$ cat src/rtl/gpio_irq_pkg.sv
package gpio_irq_pkg;
  parameter int NUM_PORTS = 2;
  parameter int PORT_W    = 8;

  localparam int PIDX_W     = (NUM_PORTS > 1) ? $clog2(NUM_PORTS) : 1;
  localparam int HI_W       = $clog2(NUM_PORTS + 1);
  localparam int ADDR_W     = HI_W + 2;
  localparam int TOTAL_PINS = NUM_PORTS * PORT_W;
  localparam int GLB_MASK_BIT   = 0;
  localparam int GLB_ENABLE_BIT = 1;

  typedef enum logic [1:0] {
    SEL_DATA    = 2'd0,
    SEL_ENABLE  = 2'd1,
    SEL_MODE_LO = 2'd2,
    SEL_MODE_HI = 2'd3
  } regSel_e;

  typedef enum logic [1:0] {
    MODE_OFF    = 2'b00,
    MODE_RISE   = 2'b01,
    MODE_FALL   = 2'b10,
    MODE_CHANGE = 2'b11
  } edgeMode_e;

  // strobes from control to datapath
  typedef struct packed {
    logic [NUM_PORTS-1:0] wrEnable;
    logic [NUM_PORTS-1:0] wrModeLo;
    logic [NUM_PORTS-1:0] wrModeHi;
    logic [NUM_PORTS-1:0] rdCapture;
    logic [PIDX_W-1:0]    portIdx;
    logic [1:0]           sel;
  } strobe_t;
endpackage

$ cat src/rtl/gpio_irq_dp.sv
module gpio_irq_dp
  import gpio_irq_pkg::*;
(
  input  logic                  clk,
  input  logic                  rst,
  input  logic [TOTAL_PINS-1:0] pinIn,
  input  logic [PORT_W-1:0]     wrData,
  input  strobe_t               stb,
  output logic [TOTAL_PINS-1:0] pinOut,
  output logic [PORT_W-1:0]     rdWord
);
  logic [PORT_W-1:0] syncArr [NUM_PORTS];
  logic [PORT_W-1:0] enArr   [NUM_PORTS];
  logic [PORT_W-1:0] loArr   [NUM_PORTS];
  logic [PORT_W-1:0] hiArr   [NUM_PORTS];

  for (genvar p = 0; p < NUM_PORTS; p++) begin : g_port
    logic [PORT_W-1:0] syncA, syncB, prevLvl, refLvl, flags;
    logic [PORT_W-1:0] enReg, loReg, hiReg, riseHit, fallHit;

    always_ff @(posedge clk) begin
      if (rst) begin
        syncA   <= '0;
        syncB   <= '0;
        prevLvl <= '0;
        refLvl  <= '0;
        flags   <= '0;
        enReg   <= '0;
        loReg   <= '0;
        hiReg   <= '0;
      end else begin
        syncA   <= pinIn[p*PORT_W +: PORT_W];
        syncB   <= syncA;
        prevLvl <= syncB;
        if (stb.rdCapture[p]) refLvl <= syncB;
        // new edges win over the read clear
        flags <= (stb.rdCapture[p] ? '0 : flags) | riseHit | fallHit;
        if (stb.wrEnable[p]) enReg <= wrData;
        if (stb.wrModeLo[p]) loReg <= wrData;
        if (stb.wrModeHi[p]) hiReg <= wrData;
      end
    end

    for (genvar b = 0; b < PORT_W; b++) begin : g_bit
      edgeMode_e mode;
      assign mode       = edgeMode_e'({hiReg[b], loReg[b]});
      assign riseHit[b] = syncB[b] & ~prevLvl[b] & (mode == MODE_RISE);
      assign fallHit[b] = ~syncB[b] & prevLvl[b] & (mode == MODE_FALL);
      assign pinOut[p*PORT_W + b] = enReg[b] & (mode != MODE_OFF) &
          ((mode == MODE_CHANGE) ? (syncB[b] ^ refLvl[b]) : flags[b]);
    end

    assign syncArr[p] = syncB;
    assign enArr[p]   = enReg;
    assign loArr[p]   = loReg;
    assign hiArr[p]   = hiReg;
  end

  always_comb begin
    rdWord = '0;
    case (stb.sel)
      SEL_DATA:    rdWord = syncArr[stb.portIdx];
      SEL_ENABLE:  rdWord = enArr[stb.portIdx];
      SEL_MODE_LO: rdWord = loArr[stb.portIdx];
      SEL_MODE_HI: rdWord = hiArr[stb.portIdx];
      default:     rdWord = '0;
    endcase
  end
endmodule

$ cat src/rtl/gpio_irq_ctl.sv
module gpio_irq_ctl
  import gpio_irq_pkg::*;
(
  input  logic                  clk,
  input  logic                  rst,
  input  logic [ADDR_W-1:0]     addr,
  input  logic                  wrEn,
  input  logic                  rdEn,
  input  logic [1:0]            glbData,
  input  logic                  ack,
  input  logic [TOTAL_PINS-1:0] pinOut,
  input  logic [PORT_W-1:0]     rdWord,
  output strobe_t               stb,
  output logic [PORT_W-1:0]     rdData,
  output logic                  irq,
  output logic                  anyOut,
  output logic                  setReq,
  output logic                  irqFlop,
  output logic                  gpioMask
);
  localparam logic [HI_W-1:0] GLB_IDX = HI_W'(NUM_PORTS);

  logic [HI_W-1:0] hiField;
  logic            isGlobal, inPort, globalEn, anyPrev;
  logic [PORT_W-1:0] glbWord;

  assign hiField  = addr[ADDR_W-1:2];
  assign isGlobal = (hiField == GLB_IDX);
  assign inPort   = (hiField < GLB_IDX);

  always_comb begin
    stb         = '0;
    stb.portIdx = hiField[PIDX_W-1:0];
    stb.sel     = addr[1:0];
    for (int p = 0; p < NUM_PORTS; p++) begin
      if (hiField == HI_W'(p)) begin
        stb.wrEnable[p]  = wrEn && (addr[1:0] == SEL_ENABLE);
        stb.wrModeLo[p]  = wrEn && (addr[1:0] == SEL_MODE_LO);
        stb.wrModeHi[p]  = wrEn && (addr[1:0] == SEL_MODE_HI);
        stb.rdCapture[p] = rdEn && (addr[1:0] == SEL_DATA);
      end
    end
  end

  always_comb begin
    glbWord = '0;
    glbWord[GLB_MASK_BIT]   = gpioMask;
    glbWord[GLB_ENABLE_BIT] = globalEn;
  end

  assign anyOut = |pinOut;
  assign setReq = gpioMask & anyOut & ~anyPrev;
  assign irq    = irqFlop & globalEn;

  always_ff @(posedge clk) begin
    if (rst) begin
      gpioMask <= 1'b0;
      globalEn <= 1'b0;
      anyPrev  <= 1'b0;
      irqFlop  <= 1'b0;
      rdData   <= '0;
    end else begin
      anyPrev <= anyOut;
      if (wrEn && isGlobal) begin
        gpioMask <= glbData[GLB_MASK_BIT];
        globalEn <= glbData[GLB_ENABLE_BIT];
      end
      if (setReq)   irqFlop <= 1'b1;
      else if (ack) irqFlop <= 1'b0;
      if (rdEn) rdData <= isGlobal ? glbWord : (inPort ? rdWord : '0);
    end
  end
endmodule

$ cat src/rtl/gpio_irq_ctrl.sv
module gpio_irq_ctrl
  import gpio_irq_pkg::*;
(
  input  logic                  clk,
  input  logic                  rst,
  input  logic [TOTAL_PINS-1:0] pinIn,
  input  logic [ADDR_W-1:0]     addr,
  input  logic                  wrEn,
  input  logic                  rdEn,
  input  logic [PORT_W-1:0]     wrData,
  output logic [PORT_W-1:0]     rdData,
  input  logic                  ack,
  output logic                  irq
);
  strobe_t               stb;
  logic [TOTAL_PINS-1:0] pinOut;
  logic [PORT_W-1:0]     rdWord;
  logic                  anyOut, setReq, irqFlop, gpioMask;

  gpio_irq_dp u_dp (
    .clk(clk), .rst(rst), .pinIn(pinIn), .wrData(wrData), .stb(stb),
    .pinOut(pinOut), .rdWord(rdWord)
  );

  gpio_irq_ctl u_ctl (
    .clk(clk), .rst(rst), .addr(addr), .wrEn(wrEn), .rdEn(rdEn),
    .glbData(wrData[1:0]), .ack(ack), .pinOut(pinOut), .rdWord(rdWord),
    .stb(stb), .rdData(rdData), .irq(irq), .anyOut(anyOut),
    .setReq(setReq), .irqFlop(irqFlop), .gpioMask(gpioMask)
  );
endmodule

$ cat config.mk
export PLATFORM = sky130hd
export DESIGN_NAME = gpio_irq_ctrl
export DESIGN_NICKNAME = d
export VERILOG_FILES = /design/src/rtl/gpio_irq_pkg.sv /design/src/rtl/gpio_irq_dp.sv /design/src/rtl/gpio_irq_ctl.sv /design/src/rtl/gpio_irq_ctrl.sv
export SDC_FILE = /design/constraint.sdc
export NUM_CORES = 1
export LEC_CHECK = 0
export BUFFER_PORTS_ARGS = -buffer_cell sky130_fd_sc_hd__buf_2
export CAP_MARGIN = 30
export CORE_MARGIN = 8
export CORE_UTILIZATION = 24
export CTS_CLUSTER_SIZE = 14
export DETAILED_ROUTE_END_ITERATION = 12
export PLACE_DENSITY = 0.46
export SLEW_MARGIN = 20
export SYNTH_ARGS = -nofsm -noshare
export SYNTH_HDL_FRONTEND = slang
export SYNTH_HIERARCHICAL = 1
export SYNTH_SLANG_ARGS = --single-unit
$ cat constraint.sdc
create_clock -name clk -period 2.3 [get_ports clk]
set_input_delay 0.46 -clock clk [delete_from_list [all_inputs] [get_ports clk]]
set_output_delay 0.46 -clock clk [all_outputs]
set_load 0.02 [all_outputs]
; ---- Word level (Yosys, flattened, before mapping)
; Cells that the tools add are included.
[totals]
reg_bits = 140
input_bits = 33
out_inout_bits = 9
wordCells = 297
[op_classes]
order_cmp = 2
n_eq_ne = 53
muxes = 43
bitwise = 153
n_reduce_logical = 25
[ops]
columns = operator, count
row1 = $mux 8, 16
row2 = $and 1x1->1, 99
row3 = $eq 2x2->1 const B, 35
row4 = $eq 2x1->1 const B, 18
row5 = $reduce_bool 2->1, 17
row6 = $not 1->1, 33
row7 = $or 8x8->8, 4
row8 = $pmux 8 s4, 1
row9 = $mux 1, 26
row10 = $reduce_or 16->1, 1
row11 = $xor 1x1->1, 16
row12 = $logic_and 1x1->1, 5
row13 = $logic_not 2->1, 2
row14 = $ge 2x2->1 const B, 1
row15 = $lt 2x2->1 const B, 1
row16 = $not 1->2, 1

; ---- Longest topological paths before layout
; Gate-level depths: netlist of run 1.
[logic_depth]
ltp_word = 7
ltp_mapped = 8
depth_no_buf = 6

; ---- Cells and area by module
; The synthesis of run 1 kept the hierarchy.
[modules_own_cells]
columns = module, n_inst, cells_each, area_per_inst_um2, seq_area_each_um2
row1 = gpio_irq_dp, 1, 531, 5358.9, 2562.5
row2 = gpio_irq_ctl, 1, 76, 658.1, 240.2

; ---- Worst setup path before layout of run 1
; No wires, ideal clock.
[synth_path]
path_kind = input-to-reg
start = in addr[1]
end = reg u_ctl.rdData[2]
setup_ps = 128
t_arrival_ps = 1733
required_ps = 2172
setup_slack_ps = 439
stages = 7
path_buffers = 3
cell_sequence = buf_4 buf_6 buf_12 mux4_1 mux2_2 a21oi_1 nor2_1
[synth_between]
elab_chain_cells = 4
elab_cells_between_ends = 7
classes_between = eq/ne (3) / mux (3) / reduce/logical (1)
[synth_lines]
columns = item, line
row1 = "start, declared", gpio_irq_ctrl.sv:7  ; input logic [ADDR_W-1:0] addr,
row2 = $eq 2x2->1 (tied with other cells), gpio_irq_dp.sv:61  ; case (stb.sel)
row3 = $pmux 8 s4 (*), gpio_irq_dp.sv:61
row4 = named net rdWord[2], gpio_irq_ctrl.sv:17  ; logic [PORT_W-1:0] rdWord;
row5 = $mux 8 (*) (2 in a row), gpio_irq_ctl.sv:70  ; if (rdEn) rdData <= isGlobal ? glbWord : (inPort ? rdWord : '0);
row6 = "end signal, assigned", gpio_irq_ctl.sv:70
row7 = "end, declared", gpio_irq_ctl.sv:14  ; output logic [PORT_W-1:0] rdData,
; Mark *: on every way through the listed nets, which the timed path passes. The rest lies on a longest branch.
; A chain may end at the register's enable or synchronous reset.

; ---- Worst setup path in the final report of run 1
[layout_path]
start = reg u_dp.g_port[0].syncB[5]
end = reg u_ctl.irqFlop
[layout_between]
elab_chain_cells = 7
elab_cells_between_ends = 8
classes_between = mux (2) / bitwise (4) / reduce/logical (2)
[layout_lines]
columns = item, line
row1 = "start, declared", gpio_irq_dp.sv:18  ; logic [PORT_W-1:0] syncA, syncB, prevLvl, refLvl, flags;
row2 = "start signal, assigned", gpio_irq_dp.sv:33  ; syncB <= syncA;
row3 = $xor 1x1->1 (*), gpio_irq_dp.sv:50  ; ((mode == MODE_CHANGE) ? (syncB[b] ^ refLvl[b]) : flags[b]);
row4 = $mux 1 (*), gpio_irq_dp.sv:50
row5 = $and 1x1->1 (*), gpio_irq_dp.sv:49  ; assign pinOut[p*PORT_W + b] = enReg[b] & (mode != MODE_OFF) &
row6 = named net pinOut[5], gpio_irq_ctrl.sv:16  ; logic [TOTAL_PINS-1:0] pinOut;
row7 = $reduce_or 16->1 (*), gpio_irq_ctl.sv:51  ; assign anyOut = |pinOut;
row8 = $and 1x1->1 (*) (2 in a row), gpio_irq_ctl.sv:52  ; assign setReq = gpioMask & anyOut & ~anyPrev;
row9 = $mux 1 or $reduce_bool 2->1 (tied branches), --
row10 = "end signal, assigned", gpio_irq_ctl.sv:60  ; irqFlop <= 1'b0;
row11 = "end signal, assigned", gpio_irq_ctl.sv:68  ; if (setReq) irqFlop <= 1'b1;
row12 = "end signal, assigned", gpio_irq_ctl.sv:69  ; else if (ack) irqFlop <= 1'b0;
row13 = "end, declared", gpio_irq_ctl.sv:18  ; output logic irqFlop,
; Marked as above.

==> results of run 1 <==
==> area by class of cell <==
cell class | instances | area [µm²] | share of cell area [%]
clock inverters | 13 | 213 | 2.93
repair buffers | 59 | 355 | 4.90
clock buffers | 19 | 443 | 6.11
multi-input cells | 428 | 3010 | 41.6
inverters | 3 | 11.3 | 0.155
well taps | 330 | 413 | 5.69
flip-flops and latches | 140 | 2800 | 38.6
==> metrics by stage <==
stage / util [%] / hold slack, ns / cells / cell area (µm²)
2_1_floorplan: - / 0.414 / 605 / 6010
3_3_place_gp: 26.5 / 0.419 / 960 / 6600
3_5_place_dp: 26.5 / 0.421 / 960 / 6600
4_1_cts: 29.1 / 0.234 / 992 / 7250
5_1_grt: 29.1 / 0.244 / 992 / 7250
6_report: 29.1 / 0.249 / 992 / 7250
==> worst reg2reg max path: stages, from the launching register on <==
cell	delay, ns
dfxtp_1	0.46
xnor2_1	0.16
a21oi_1	0.09
o21a_1	0.20
nor4_2	0.46
and4_4	0.32
o32ai_2	0.08
==> worst paths after layout <==
check,depth (start not counted),endpoint,slack (ns)
hold reg to reg,1,u_dp/g_port[1].syncB[6],0.44
setup reg to reg,6,u_ctl/irqFlop,0.41
setup / recovery,6,u_ctl/irqFlop,0.41
hold / removal,2,u_dp/g_port[1].syncA[0],0.25
==> per-layer routing <==
layer	up-vias	routed length, µm
li1	2203	-
met1	1947	8080
met2	72	6190
met3	17	379
met4	0	297
met5	-	0
==> registers in the layout (all words and copies together) (netlist names), 8 cells and up <==
signal	cells
u_ctl/rdData	8
u_dp/g_port.enReg	16
u_dp/g_port.flags	16
u_dp/g_port.hiReg	16
u_dp/g_port.loReg	16
u_dp/g_port.prevLvl	16
u_dp/g_port.refLvl	16
u_dp/g_port.syncA	16
u_dp/g_port.syncB	16
==> power breakdown <==
group / leakage (nW) / total, mW / switching [mW] / internal (mW)
logic: 1.18 / 0.264 / 0.147 / 0.117
clock network: 0.322 / 3.05 / 1.09 / 1.97
registers: 1.14 / 2.52 / 0.0471 / 2.48
==> placed cells by master (no fill, tap or decap), types with 3 or more instances in the layout <==
cell         n
bufinv_16    5
nor3b_1      3
nand3_1     14
mux4_1      15
mux2i_1     66
buf_4       18
a32oi_1     14
xnor2_1     16
mux2_2       8
inv_6        3
nor2_1     121
o21ai_0     16
buf_2       40
clkbuf_16   17
nand2_1     19
inv_1        3
o21a_1      16
clkinv_4     3
dfxtp_1    140
nand3b_1     3
nor2b_1     55
nor4_2       4
a21oi_1     40
==> metrics, run 1 <==
Synth Instances=~600; largest net degree at the start of global routing=49; number of diodes=0; ANT nets after route=0; Clock Pin Slew Worst Setup and Hold Paths=0.06 ns; R2R Path Start=u_dp/g_port[0].syncB[5]; Remaining Overflow, GRT=0; via count=4239; highest cell delay on the worst timing path=0.46 ns; met1 GRT Util=between 10% and 20%; Max-Cap Viols=0; initial antenna violation count=0; pre-CTS setup slack=0.147 ns; first-pass GRT wire length=24000 µm; max-slew violation count=0; Layout fillers=2574; Final TNS setup=0 ns; yosys warns=6; Final WS setup=approximately 0.4 ns; Area Growth Syn to Fin=20.8%; Worst-Skew Late Latency=~0.42 ns; CP startpoint=u_dp/g_port[0].syncB[5]; Post-CTS Setup Bufs=0; total wire length=14900 µm; Clock H-tree levels=4; # setup viols final=0; Worst Hold Launch=pinIn[8]; effective utilization at floorplan=24.1%; pwr dens=805 nW/µm²; First-pass DRT Iterations=4; DRT iter0 DRCs=between 200 and 300; Worst Max-Slew Pin Slew=0.575 ns; Final period util=82.4%; met2 usage=14.3%; Worst setup EP type=flop; All-Layer GR Usage=between 10 and 15%; RSZ-0062 raised after global routing=false; Die Height=174 µm; die width=174 µm; Period minus WS final=1.89 ns; worst endpoint data arrival time=2.19 ns; HP Class=input pin to flop; Required @ worst endpoint=around 2.6 ns; Mean Syn Cell Area=9.93 µm²; Nets=around 680; Num CTS Buffers=17; die area=30300 µm²; hold buffers post-CTS=0; IO Port Bufs=41; Vias/cell=~4.3; critical path class=flop to flop; number of cell rows=58; slowest CP cell=dfxtp_1; syn_nets=638; TritonCTS clock tree=done; status=finished, final reports clean; f_max=between 500 and 600 MHz; cell area after synthesis=roughly 6000 µm²; gr busiest metal=met1; vias in the first global route=4083; VDD IR max=between 500 and 600 µV; clock root buffer=clkbuf_16; # DRC=0; CP Cell Sequence=xnor2_1, a21oi_1, o21a_1, nor4_2, and4_4, o32ai_2; met3 GRT Util=2.06%; Gates resized, CTS repair=0; Num Clock Sinks=140; LEAKAGE=2.64 nW; IO Count=42; Critical path buffers and inverters=0; clk buf depth=2; overall power=approximately 5.8 mW; Startpoint Class=flop; CP Max Fanout=6; Max transition margin=61.6%; final HPWL from detailed placement=10400 µm; Clock Skew=0.00737 ns; final hold violation count=0; share of layout cells above drive strength 1=16.0%; gp weighted congestion=0.737; WL/cell=15.1 µm; Crit path max-delay family=simple AND/OR/NAND/NOR gates; Core ar.=24900 µm²
Note: power is estimated with default switching activity, not from simulation.
==> run 2, diff against run 1 <==
clock period = 2 ns   (was 2.3 ns; I/O delays follow)
==> run 2 against run 1 <==
  * Final cell count is 1.2% higher
  * Flip-flop and latch count stayed put
  * Sequential power is 15% higher
  * Worst setup slack worse by 0.16 ns
  * Clock-buffer cell count stayed put
  * Critical endpoint unchanged
  * Largest power group unchanged
  * Highest routed layer unchanged
==> metrics, run 2 (synthesized netlist as in run 1, its figures left out) <==
commonest non-fill, non-tap cells in the layout=dfxtp_1, nor2_1, mux2i_1; Post-CTS Setup Bufs=0 (unchanged); # setup viols final=0 (unchanged); critical path class=flop to flop; Max transition margin=65.0% (+3.4 points); Reg2Reg Depth=6 (unchanged); Area Growth Syn to Fin=22.8%; Register Area=2800 µm² (unchanged); final HPWL from detailed placement=10600 µm (+2.3%); effective utilization at floorplan=24.1% (unchanged); CP Max Fanout=6 (unchanged); Vias/cell=4.31 (+0.97%); f_max=570 MHz (+8.0%); clk buf depth=2 (unchanged); Final period util=87.7% (+5.3 points); Final TNS setup=0 ns (unchanged); WL/cell=15.2 µm (+1.1%); Clock Pin Slew Worst Setup and Hold Paths=0.06 ns (about the same); max-slew violation count=0 (unchanged); worst endpoint data arrival time=2.06 ns (-0.13 ns); number of cell rows=58 (unchanged); First-pass DRT Iterations=4 (unchanged); Startpoint Class=flop; Num Clock Sinks=140 (unchanged); RR Endpoint=u_ctl/irqFlop; Remaining Overflow, GRT=0 (unchanged); reg-to-reg slack, setup=0.25 ns (-0.16 ns); via count=4332 (+2.2%); die area=30300 µm² (unchanged); IO Count=42 (unchanged); Nets=694 (+1.8%); Max-Cap Viols=0 (unchanged); TritonCTS clock tree=done; clock root buffer=clkbuf_16; Layout fillers=2575 (+0.039%); Gates resized, CTS repair=0 (unchanged); ANT nets after route=0 (unchanged); HP Class=input pin to flop; LEAKAGE=2.71 nW (+2.9%); Die Height=174 µm (unchanged); Worst setup EP type=flop; R2R Path Start=u_dp/g_port[1].syncB[2]; Clock Skew=0.0132 ns (+0.00580 ns); DRT iter0 DRCs=296 (+3.1%); status=finished, final reports clean; final core utilization=29.6% (+0.50 points); All-Layer GR Usage=10.3% (+0.26 points); RSZ-0062 raised after global routing=false; die width=174 µm (unchanged); pwr dens=918 nW/µm² (+14%); Worst Hold Path EP=u_dp/g_port[1].syncA[2]; Core ar.=24900 µm² (unchanged); gp weighted congestion=0.726 (-1.6%); Worst-Skew Late Latency=0.43 ns (about the same); share of layout cells above drive strength 1=17.7% (+1.6 points); final hold violation count=0 (unchanged); CP startpoint=u_dp/g_port[1].syncB[2]; Worst Hold Launch=pinIn[10]; Clock H-tree levels=4 (unchanged); number of diodes=0 (unchanged); Required @ worst endpoint=2.31 ns (-0.29 ns); VDD IR max=552 µV (+3.3%); initial antenna violation count=0 (unchanged); Num CTS Buffers=17 (unchanged); # DRC=0 (unchanged); area taken by multi-input logic gates=3010 µm² (unchanged); vias in the first global route=4158 (+1.8%); Worst Max-Slew Pin Slew=0.525 ns (-0.0504 ns); IO Port Bufs=41 (unchanged); first-pass GRT wire length=24500 µm (+2.1%); Period minus WS final=1.75 ns (-0.141 ns); worst hold path depth=2 (unchanged); most common cell after layout, fill and taps aside=dfxtp_1; total wire length=15300 µm (+2.3%); hold buffers post-CTS=0 (unchanged); largest net degree at the start of global routing=93 (+90%)
[run 2: cell types whose count changed in the layout (fill, tap and decap cells not counted), sizes merged]
| cell | before | now |
|---|---|---|
| clkinv | 5 | 4 |
| clkinvlp | 0 | 1 |
| buf | 59 | 71 |
[run 2: per-layer routing]
metal,vias up,part of all wire (%),track usage [%]
li1,2220,-,-
met1,2018,52,14.1
met2,73,43,15.2
met3,21,3.5,2.73
met4,0,1.9,4.24
met5,-,0,0
[run 2: cell type report]
type / instances / area share [%]
Tap cell: 330 / 5.60
Sequential cell: 140 / 38.0
Multi-Input combinational cell: 428 / 40.9
Inverter: 3 / 0.153
Clock inverter: 13 / 2.87
Timing Repair Buffer: 71 / 6.38
Clock buffer: 19 / 6.14
[run 2: where the power goes]
part / internal (mW) / switching [mW]
clock network: 2.29 / 1.26
logic: 0.148 / 0.180
registers: 2.85 / 0.0465
total: 5.29 / 1.49
[run 2: metrics by stage]
step / worst slack (ns) / hold slack [ns] / power (mW) / cells / cell area, µm²
floorplan: 0.199 / 0.414 / 3.15 / 605 / 6010
global placement: -0.0126 / 0.426 / 3.29 / 972 / 6710
detailed placement: -0.0431 / 0.425 / 3.29 / 972 / 6710
CTS: 0.203 / 0.164 / 6.86 / 1004 / 7380
global route: 0.119 / 0.158 / 7.04 / 1004 / 7380
finish: 0.246 / 0.184 / 6.77 / 1004 / 7380
[run 2: worst max-delay path by stage]
stage                      end  slack, ns  cells past startpoint
6_report         u_ctl/irqFlop       0.25                      6
5_1_grt          u_ctl/irqFlop       0.12                      7
4_1_cts          u_ctl/irqFlop       0.20                      6
3_5_place_dp   u_ctl/rdData[6]      -0.04                      5
3_3_place_gp   u_ctl/rdData[6]      -0.01                      5
2_1_floorplan  u_ctl/rdData[2]       0.20                      7
[run 2: critical path: stages (launching register included)]
cell	delay [ns]
dfxtp_1	0.45
xnor2_1	0.15
a21oi_1	0.08
o21a_1	0.20
nor4_2	0.38
and4_4	0.30
o32ai_2	0.07
